$ cat src/rtl/pinit_pkg.sv
package pinit_pkg;

  typedef enum logic [1:0] {
    ST_IDLE = 2'd0,
    ST_RUN  = 2'd1,
    ST_DONE = 2'd2
  } init_state_e;

endpackage

$ cat src/rtl/pinit_cycle_ctr.sv
module pinit_cycle_ctr
  import pinit_pkg::*;
#(
  parameter int INIT_CYCLES = 1024,
  localparam int CNT_W      = $clog2(INIT_CYCLES)
) (
  input  logic             clk,
  input  logic             rst_n,
  output logic [CNT_W-1:0] cnt,
  output logic             run,
  output logic             done
);

  // cycle 0 is the wake-up cycle in IDLE; RUN covers the remaining cycles
  localparam logic [CNT_W-1:0] LAST = CNT_W'(INIT_CYCLES - 2);

  init_state_e      state_q, state_d;
  logic [CNT_W-1:0] cnt_q, cnt_d;
  logic             cnt_en;

  always_comb begin
    state_d = state_q;
    cnt_d   = cnt_q;
    cnt_en  = 1'b0;
    unique case (state_q)
      ST_IDLE: begin
        state_d = ST_RUN;
        cnt_d   = '0;
        cnt_en  = 1'b1;
      end
      ST_RUN: begin
        if (cnt_q == LAST) begin
          state_d = ST_DONE;
        end else begin
          cnt_d  = cnt_q + 1'b1;
          cnt_en = 1'b1;
        end
      end
      default: state_d = ST_DONE;
    endcase
  end

  always_ff @(posedge clk or negedge rst_n) begin
    if (!rst_n) state_q <= ST_IDLE;
    else        state_q <= state_d;
  end

  always_ff @(posedge clk or negedge rst_n) begin
    if (!rst_n)      cnt_q <= '0;
    else if (cnt_en) cnt_q <= cnt_d;
  end

  assign cnt  = cnt_q;
  assign run  = (state_q == ST_RUN);
  assign done = (state_q == ST_DONE);

  AST_DONE_STICKY: assert property (@(posedge clk) disable iff (!rst_n)
    done |=> done);

  AST_CNT_STEP: assert property (@(posedge clk) disable iff (!rst_n)
    (run && cnt != LAST) |=> (run && cnt == $past(cnt) + 1'b1));

endmodule

$ cat src/rtl/pinit_addr_gen.sv
module pinit_addr_gen #(
  parameter int DEPTH  = 256,
  parameter int CNT_W  = 10,
  localparam int AW    = $clog2(DEPTH)
) (
  input  logic             clk,
  input  logic             rst_n,
  input  logic             run,
  input  logic [CNT_W-1:0] cnt,
  output logic             we,
  output logic [AW-1:0]    addr
);

  localparam logic [CNT_W:0] LIMIT = (CNT_W + 1)'(DEPTH);

  assign we   = run && ({1'b0, cnt} < LIMIT);
  assign addr = cnt[AW-1:0];

  AST_ADDR_STEP: assert property (@(posedge clk) disable iff (!rst_n)
    (we && $past(we)) |-> (addr == $past(addr) + 1'b1));

  AST_FIRST_ADDR_ZERO: assert property (@(posedge clk) disable iff (!rst_n)
    (we && !$past(we)) |-> (addr == '0));

endmodule

$ cat src/rtl/pram_boot_init.sv
module pram_boot_init #(
  parameter int PARAM_DEPTH = 256,
  parameter int DATA_DEPTH  = 512,
  parameter int WORD_W      = 24,
  parameter int INIT_CYCLES = 1024,
  localparam int PA_W       = $clog2(PARAM_DEPTH),
  localparam int DA_W       = $clog2(DATA_DEPTH),
  localparam int CNT_W      = $clog2(INIT_CYCLES)
) (
  input  logic              clk,
  input  logic              rst_n,
  output logic [PA_W-1:0]   rom_addr,
  input  logic [WORD_W-1:0] rom_rdata,
  output logic              pram_we,
  output logic [PA_W-1:0]   pram_addr,
  output logic [WORD_W-1:0] pram_wdata,
  output logic              dram_we,
  output logic [DA_W-1:0]   dram_addr,
  output logic [WORD_W-1:0] dram_wdata,
  output logic              regs_clr,
  output logic              init_done,
  input  logic              host_wr_req,
  output logic              host_wr_en
);

  logic [CNT_W-1:0] cnt;
  logic             run;
  logic             done;

  pinit_cycle_ctr #(.INIT_CYCLES(INIT_CYCLES)) u_ctr (
    .clk  (clk),
    .rst_n(rst_n),
    .cnt  (cnt),
    .run  (run),
    .done (done)
  );

  // parameter copy and data clear share the counter and run side by side
  pinit_addr_gen #(.DEPTH(PARAM_DEPTH), .CNT_W(CNT_W)) u_pgen (
    .clk  (clk),
    .rst_n(rst_n),
    .run  (run),
    .cnt  (cnt),
    .we   (pram_we),
    .addr (pram_addr)
  );

  pinit_addr_gen #(.DEPTH(DATA_DEPTH), .CNT_W(CNT_W)) u_dgen (
    .clk  (clk),
    .rst_n(rst_n),
    .run  (run),
    .cnt  (cnt),
    .we   (dram_we),
    .addr (dram_addr)
  );

  assign rom_addr   = pram_addr;
  assign pram_wdata = rom_rdata;
  assign dram_wdata = '0;
  assign regs_clr   = !done;
  assign init_done  = done;
  assign host_wr_en = host_wr_req && done;

  AST_QUIET_AFTER_DONE: assert property (@(posedge clk) disable iff (!rst_n)
    init_done |-> (!pram_we && !dram_we));

  AST_COPY_INSIDE_CLEAR: assert property (@(posedge clk) disable iff (!rst_n)
    pram_we |-> (dram_we && dram_addr == DA_W'(pram_addr)));

endmodule

$ cat config.mk
export PLATFORM = sky130hd
export DESIGN_NAME = pram_boot_init
export DESIGN_NICKNAME = d
export VERILOG_FILES = /design/src/rtl/pinit_pkg.sv /design/src/rtl/pinit_cycle_ctr.sv /design/src/rtl/pinit_addr_gen.sv /design/src/rtl/pram_boot_init.sv
export SDC_FILE = /design/constraint.sdc
export NUM_CORES = 1
export LEC_CHECK = 0
export BUFFER_PORTS_ARGS = -buffer_cell sky130_fd_sc_hd__buf_2
export CORE_ASPECT_RATIO = 0.6
export CORE_MARGIN = 10
export CORE_UTILIZATION = 39
export CTS_CLUSTER_SIZE = 24
export DETAILED_ROUTE_END_ITERATION = 16
export PLACE_DENSITY_LB_ADDON = 0.2
export SLEW_MARGIN = 20
export SYNTH_ARGS = -nofsm -noshare
export SYNTH_HDL_FRONTEND = slang
export SYNTH_HIERARCHICAL = 1
export SYNTH_SLANG_ARGS = --single-unit
$ cat constraint.sdc
create_clock -name clk -period 2 [get_ports clk]
set_clock_uncertainty 0.2 [all_clocks]
set_input_delay 0.5 -clock clk [delete_from_list [all_inputs] [get_ports clk]]
set_output_delay 0.5 -clock clk [all_outputs]
set_load 0.005 [all_outputs]
==> results of run 1 <==
-- final timing paths --
| kind | startpoint | endpoint |
|---|---|---|
| max | u_ctr/state_q[1] | pram_we |
| min | u_ctr/cnt[4] | u_ctr/cnt[4] |
| max in group asynchronous | rst_n | u_ctr/state_q[1] |
| min in group asynchronous | rst_n | u_ctr/cnt[4] |
| min reg2reg | u_ctr/cnt[4] | u_ctr/cnt[4] |
| max reg2reg | u_ctr/cnt[0] | u_ctr/cnt[3] |
-- area by class of cell --
class	count	area, um2
clock buffers	4	55.1
fillers	329	1870
inverters	5	18.8
multi-input cells	79	453
flip-flops and latches	12	302
well taps	42	52.6
repair buffers	41	230
-- layer usage --
layer | vias up | track usage | wire (um)
li1 | 385 | - | -
met3 | 10 | 0.0536 | 353
met4 | 0 | 0.0153 | 34
met1 | 381 | 0.103 | 1160
met2 | 42 | 0.110 | 1060
met5 | - | 0 | 0
-- power groups by stage --
stage	Combinational (mW)	Sequential (mW)	Clock (mW)
floorplan	0.0827	0.247	0
global placement	0.0167	0.247	0
detailed placement	0.0168	0.247	0
CTS	0.0183	0.243	0.277
global route	0.0243	0.243	0.293
finish	0.0203	0.243	0.273
-- repair_timing --
action                                  in CTS  in global routing
resized for setup                            2                  2
endpoints found under the setup margin       2                  2
endpoints found under the hold margin       12                  0
setup buffers                                0                  3
hold buffers                                 1                  0
pin swaps                                    0                  0
-- cells in the mapped netlist, types with 2 or more instances --
master / count / area [um2]
and2_1: 3 / 18.8
o21ai_0: 3 / 15.0
inv_1: 5 / 18.8
nand4_1: 4 / 25.0
buf_6: 3 / 33.8
nand2_1: 13 / 48.8
a21oi_1: 2 / 10.0
dfrtp_1: 12 / 300
ha_1: 2 / 25.0
buf_4: 73 / 548
a31oi_1: 2 / 12.5
o41ai_1: 2 / 17.5
nand3_1: 4 / 20.0
o21ai_1: 3 / 15.0
o311ai_1: 2 / 17.5
-- worst register-to-register path: cells and delay by family, from the launching register on --
| family | cells | cell delay [ns] |
|---|---|---|
| AO/OA/AOI/OAI | 3 | 0.60 |
| adder cells (fa/ha/maj) | 1 | 0.21 |
| buffers and inverters | 1 | 0.08 |
| flip-flops | 1 | 0.47 |
| AND/OR/NAND/NOR | 1 | 0.16 |
-- cell usage in the layout (no fill, tap or decap), drive strengths merged, types with 3 or more instances in the layout --
master,count
conb,24
o21ai,6
buf,40
inv,5
nand2,13
and2,3
dfrtp,12
clkbuf,4
nand4,4
nand3,4
-- per-stage QoR --
step / hold WS [ns] / instance area [um2] / utilization / power [mW]
final: 0.340 / 1110 / 0.372 / 0.536
after global routing: 0.366 / 1110 / 0.372 / 0.560
after CTS: 0.349 / 1080 / 0.361 / 0.538
after detailed placement: 0.205 / 1010 / 0.339 / 0.264
after global placement: 0.205 / 1010 / 0.339 / 0.264
after floorplan: 0.00441 / 1340 / - / 0.330
-- flip-flops by register name (all words and copies together), names as in the netlist --
name and flops:
u_ctr/cnt 10, u_ctr/state_q 2
-- cells by family after synthesis --
family,share of synthesized area
xor+xnor,0.00697
fa+ha+maj,0.0199
compound gates,0.106
flops,0.239
simple gates,0.147
buf+inv,0.478
other cells,0.00298
==> run_results.csv, run 1 <==
group,metric,value,unit
status,status,"completed",
synth,syn_area,1260,um2
synth,synth_edf_count,0,
clocking,cts_buffers,3,
drt,num_vias,818,
clocking,cts_tree,"yes",
timing,hold_viol,0,
pwr,intPower,0.420,mW
hold_path,hold_class,"reg -> reg",
critical_path,required,1.30,ns
critical_path,crit_path_max_incr_delay,0.43,ns
clocking,path_clk_slew,0.06,ns
die,start_util,0.421,
drt,drt-total-wl,2.60,mm
pwr,peakVddDrop,166,uV
critical_path,cp.buffers_inverters,2,
critical_path,path_max_fanout,5,
placement,gp_congestion,0.808,
die,num_rows,15,
drt,viasPerCell,4.47,
timing,layout_min_cycle_time,1.90,ns
critical_path,crit_cells,4,
critical_path,critPathSlowestCell,"dfrtp_2",
grt,grt_pass1_wl,3.93,mm
layout,antenna_cells,0,
timing,setup_viol,0,
grt,grt_usage,0.0807,
placement,pre_cts_ws,0.184,ns
pwr,swShare,0.217,
drt,wl_per_cell,14.2,um
critical_path,rr_worst_depth,6,
clocking,insertion_delay,0.24,ns
synth,synthFlopType,"dfrtp_1",
synth,yosysSeqAreaShare,0.239,
clocking,cts.sinks,12,
drt,drtPass1Iterations,4,
timing,fin_ws,0.0981,ns
die,die_h,64.0,um
critical_path,ff2ff_setup_slack,0.17,ns
synth,async_flop_share,1.00,
clocking,clk_path_buf_depth,2,
critical_path,critPathKind,"reg -> out",
synth,yosys_warnings,6,
grt,antenna_found_initial,0,
grt,grt_overflow_total,0,
pwr,cellPowerDensity,483,nW/um2
placement,placedCellCount,175,
placement,portBuffers,32,
critical_path,crit_arrival,1.20,ns
pwr,combPwrFrac,0.038,
die,die_w,93.3,um
die,ioPinCount,105,
job,maxCapViolations,0,
critical_path,crit_chain,"nand2b_4 > inv_2 > nor3b_2 > buf_2",
grt,grt_max_degree,13,
die,core_area,2980,um2
layout,drive_gt1_frac,0.362,
drt,final_antenna_net_count,0,
timing,tns,0,ns
synth,netlist_instances,149,
timing,drv_slew,0,
synth,synth_seq_cells,12,
hold_path,hold_depth,1,
synth,ys_types,31,
drt,remaining_drc_errors,0,
timing,min_period_over_period,0.951,
timing,rsz0062_at_grt,"false",
clocking,root_buffer,"clkbuf_8",
synth,syn_area_per_cell,8.44,um2
placement,hpwl,2.12,mm
pwr,cellLeakagePower,0.592,nW
timing,fmax,526,MHz
layout,stdcell_count,183,
grt,grt_pass1_vias,783,
critical_path,cp-end-kind,"output port",
pwr,power_frac_seq,0.453,
pwr,clock_power_share,0.509,
critical_path,cp-start-kind,"register",
critical_path,path_delay_family,"flip-flops",
clocking,htree_levels,1,
layout,fin_nets,171,
layout,area_growth,-11.6,%
drt,drt_first_iter_violations,52,
die,die_area,5970,um2
pwr,switchingPower,0.117,mW
Note: power is estimated with default switching activity, not from simulation.
==> run 2: changes to the inputs <==
--- a/config.mk
+++ b/config.mk
@@ -8,7 +8,7 @@
 export BUFFER_PORTS_ARGS = -buffer_cell sky130_fd_sc_hd__buf_2
 export CORE_ASPECT_RATIO = 0.6
 export CORE_MARGIN = 10
-export CORE_UTILIZATION = 39
+export CORE_UTILIZATION = 25
 export CTS_CLUSTER_SIZE = 24
 export DETAILED_ROUTE_END_ITERATION = 16
 export PLACE_DENSITY_LB_ADDON = 0.2
==> run 2 against run 1 <==
Effect of this change:
- via count rose by 0.49%
- total power fell by 9.4%
- non-clock buffer count rose by 1
- die area rose by 40%
- worst setup slack got worse by 0.023 ns
- register-to-register slack improved by 0.06 ns
- critical path depth did not move
- hold slack improved by 0.037 ns
- combinational power barely moved
- sequential power barely moved
- critical endpoint unchanged
- largest cell class unchanged
- highest routed layer unchanged
==> run_results.csv, run 2 (synthesis results as in run 1) <==
group,metric,value,unit
clocking,cts_buffers,3,
grt,antenna_found_initial,0,
drt,wl_per_cell,13.6,um
placement,portBuffers,32,
clocking,cts.sinks,12,
grt,grt_overflow_total,0,
drt,num_vias,822,
layout,regArea,302,um2
clocking,cts_tree,"yes",
grt,grt_max_degree,13,
clocking,root_buffer,"clkbuf_8",
hold_path,hold_end,"u_ctr/cnt[4]",
pwr,cellPowerDensity,428,nW/um2
hold_path,min_from,"u_ctr/cnt[4]",
hold_path,hold_depth,1,
critical_path,path_max_fanout,6,
timing,fmax,519,MHz
clocking,path_clk_slew,0.05,ns
critical_path,rr_worst_depth,4,
timing,hold_viol,0,
layout,multi_input_area,457,um2
timing,whs,0.377,ns
critical_path,required,1.30,ns
layout,drive_gt1_frac,0.355,
critical_path,crit_path_max_incr_delay,0.43,ns
die,die_area,8360,um2
hold_path,hold_class,"reg -> reg",
layout,fin_util,0.241,
timing,setup_viol,0,
status,status,"completed",
critical_path,worstReg2RegEnd,"u_ctr/cnt[9]",
drt,drt-total-wl,2.78,mm
critical_path,ff2ff_setup_slack,0.23,ns
job,maxCapViolations,0,
clocking,htree_levels,1,
timing,rsz0062_at_grt,"false",
layout,mostFrequentLayoutCell,"buf_2",
critical_path,cp.buffers_inverters,2,
placement,gp_congestion,0.849,
placement,hpwl,2.25,mm
drt,drt_first_iter_violations,111,
grt,grt_pass1_vias,762,
die,die_w,112,um
die,core_area,4710,um2
clocking,insertion_delay,0.24,ns
timing,drv_slew,0,
layout,fin_nets,172,
grt,grt_usage,0.0604,
critical_path,timing.rr.start,"u_ctr/cnt[8]",
critical_path,path_delay_family,"flip-flops",
die,num_rows,19,
layout,antenna_cells,0,
timing,tns,0,ns
drt,viasPerCell,4.03,
critical_path,critPathSlowestCell,"dfrtp_2",
drt,remaining_drc_errors,0,
die,start_util,0.267,
die,ioPinCount,105,
grt,grt_pass1_wl,4.09,mm
layout,largest_reg_flops,10,
layout,fillers,538,
drt,final_antenna_net_count,0,
timing,layout_min_cycle_time,1.93,ns
critical_path,cp-start-kind,"register",
timing,min_period_over_period,0.963,
pwr,peakVddDrop,196,uV
critical_path,crit_arrival,1.23,ns
pwr,cellLeakagePower,0.594,nW
die,die_h,74.9,um
clocking,clk_path_buf_depth,2,
critical_path,critPathKind,"reg -> out",
layout,layout_common_cells,"buf_2 (32), conb_1 (24), nand2_1 (13)",
layout,area_growth,-9.75,%
critical_path,cp-end-kind,"output port",
drt,drtPass1Iterations,4,
critical_path,crit_chain,"nand2b_4 > inv_2 > nor3b_4 > buf_2",
-- run 2: changes by cell type in the layout (fill, tap and decap cells not counted) --
cell      change
buf_4         +1
nor2b_2       -1
nor2b_1       +1
nor3b_2       -1
nor3b_4       +1
clkbuf_8      -1
-- run 2: power breakdown --
| group | total, mW | leakage (nW) | internal [mW] | switching, mW |
|---|---|---|---|---|
| Sequential | 0.243 | 0.151 | 0.243 | 0 |
| Combinational | 0.0201 | 0.422 | 0.00267 | 0.0174 |
| Clock | 0.223 | 0.0216 | 0.133 | 0.0900 |
| Total | 0.486 | 0.594 | 0.379 | 0.107 |
-- run 2: how the worst max path moves through the flow --
stage,to,slack [ns],startpoint,cells after the start
after detailed placement,pram_we,0.21,u_ctr/state_q[1],4
after global routing,pram_we,0.02,u_ctr/state_q[1],4
after floorplan,u_ctr/cnt[4],0.33,u_ctr/cnt[0],7
final,pram_we,0.07,u_ctr/state_q[1],4
after global placement,pram_we,0.26,u_ctr/state_q[1],4
after CTS,pram_we,0.01,u_ctr/state_q[1],4
-- run 2: final cells by class --
type                    count  area share
repair buffers             42       0.209
multi-input cells          79       0.402
inverters                   5      0.0165
well taps                  63      0.0695
clock buffers               3      0.0364
flip-flops and latches     12       0.266
-- run 2: layer usage --
metal / vias up / GRT usage / wire length [um]
met5: - / 0 / 0
met3: 2 / 0.0341 / 326
li1: 386 / - / -
met4: 0 / 0.0128 / 5
met1: 381 / 0.0816 / 1290
met2: 53 / 0.0803 / 1160
-- run 2: repair_timing --
item	4_1_cts	5_1_grt
resized for setup	2	2
hold buffers	1	0
endpoints found under the setup margin	1	2
hold endpoints to repair	12	0
setup buffers	0	4
-- run 2: metrics by stage --
stage | setup slack (ns) | instances | total power, mW | cell area, um2
floorplan | 0.329 | 172 | 0.330 | 1340
CTS | 0.0116 | 200 | 0.490 | 1090
global placement | 0.257 | 196 | 0.264 | 1040
finish | 0.0747 | 204 | 0.486 | 1130
detailed placement | 0.209 | 196 | 0.264 | 1040
global route | 0.0163 | 204 | 0.506 | 1130
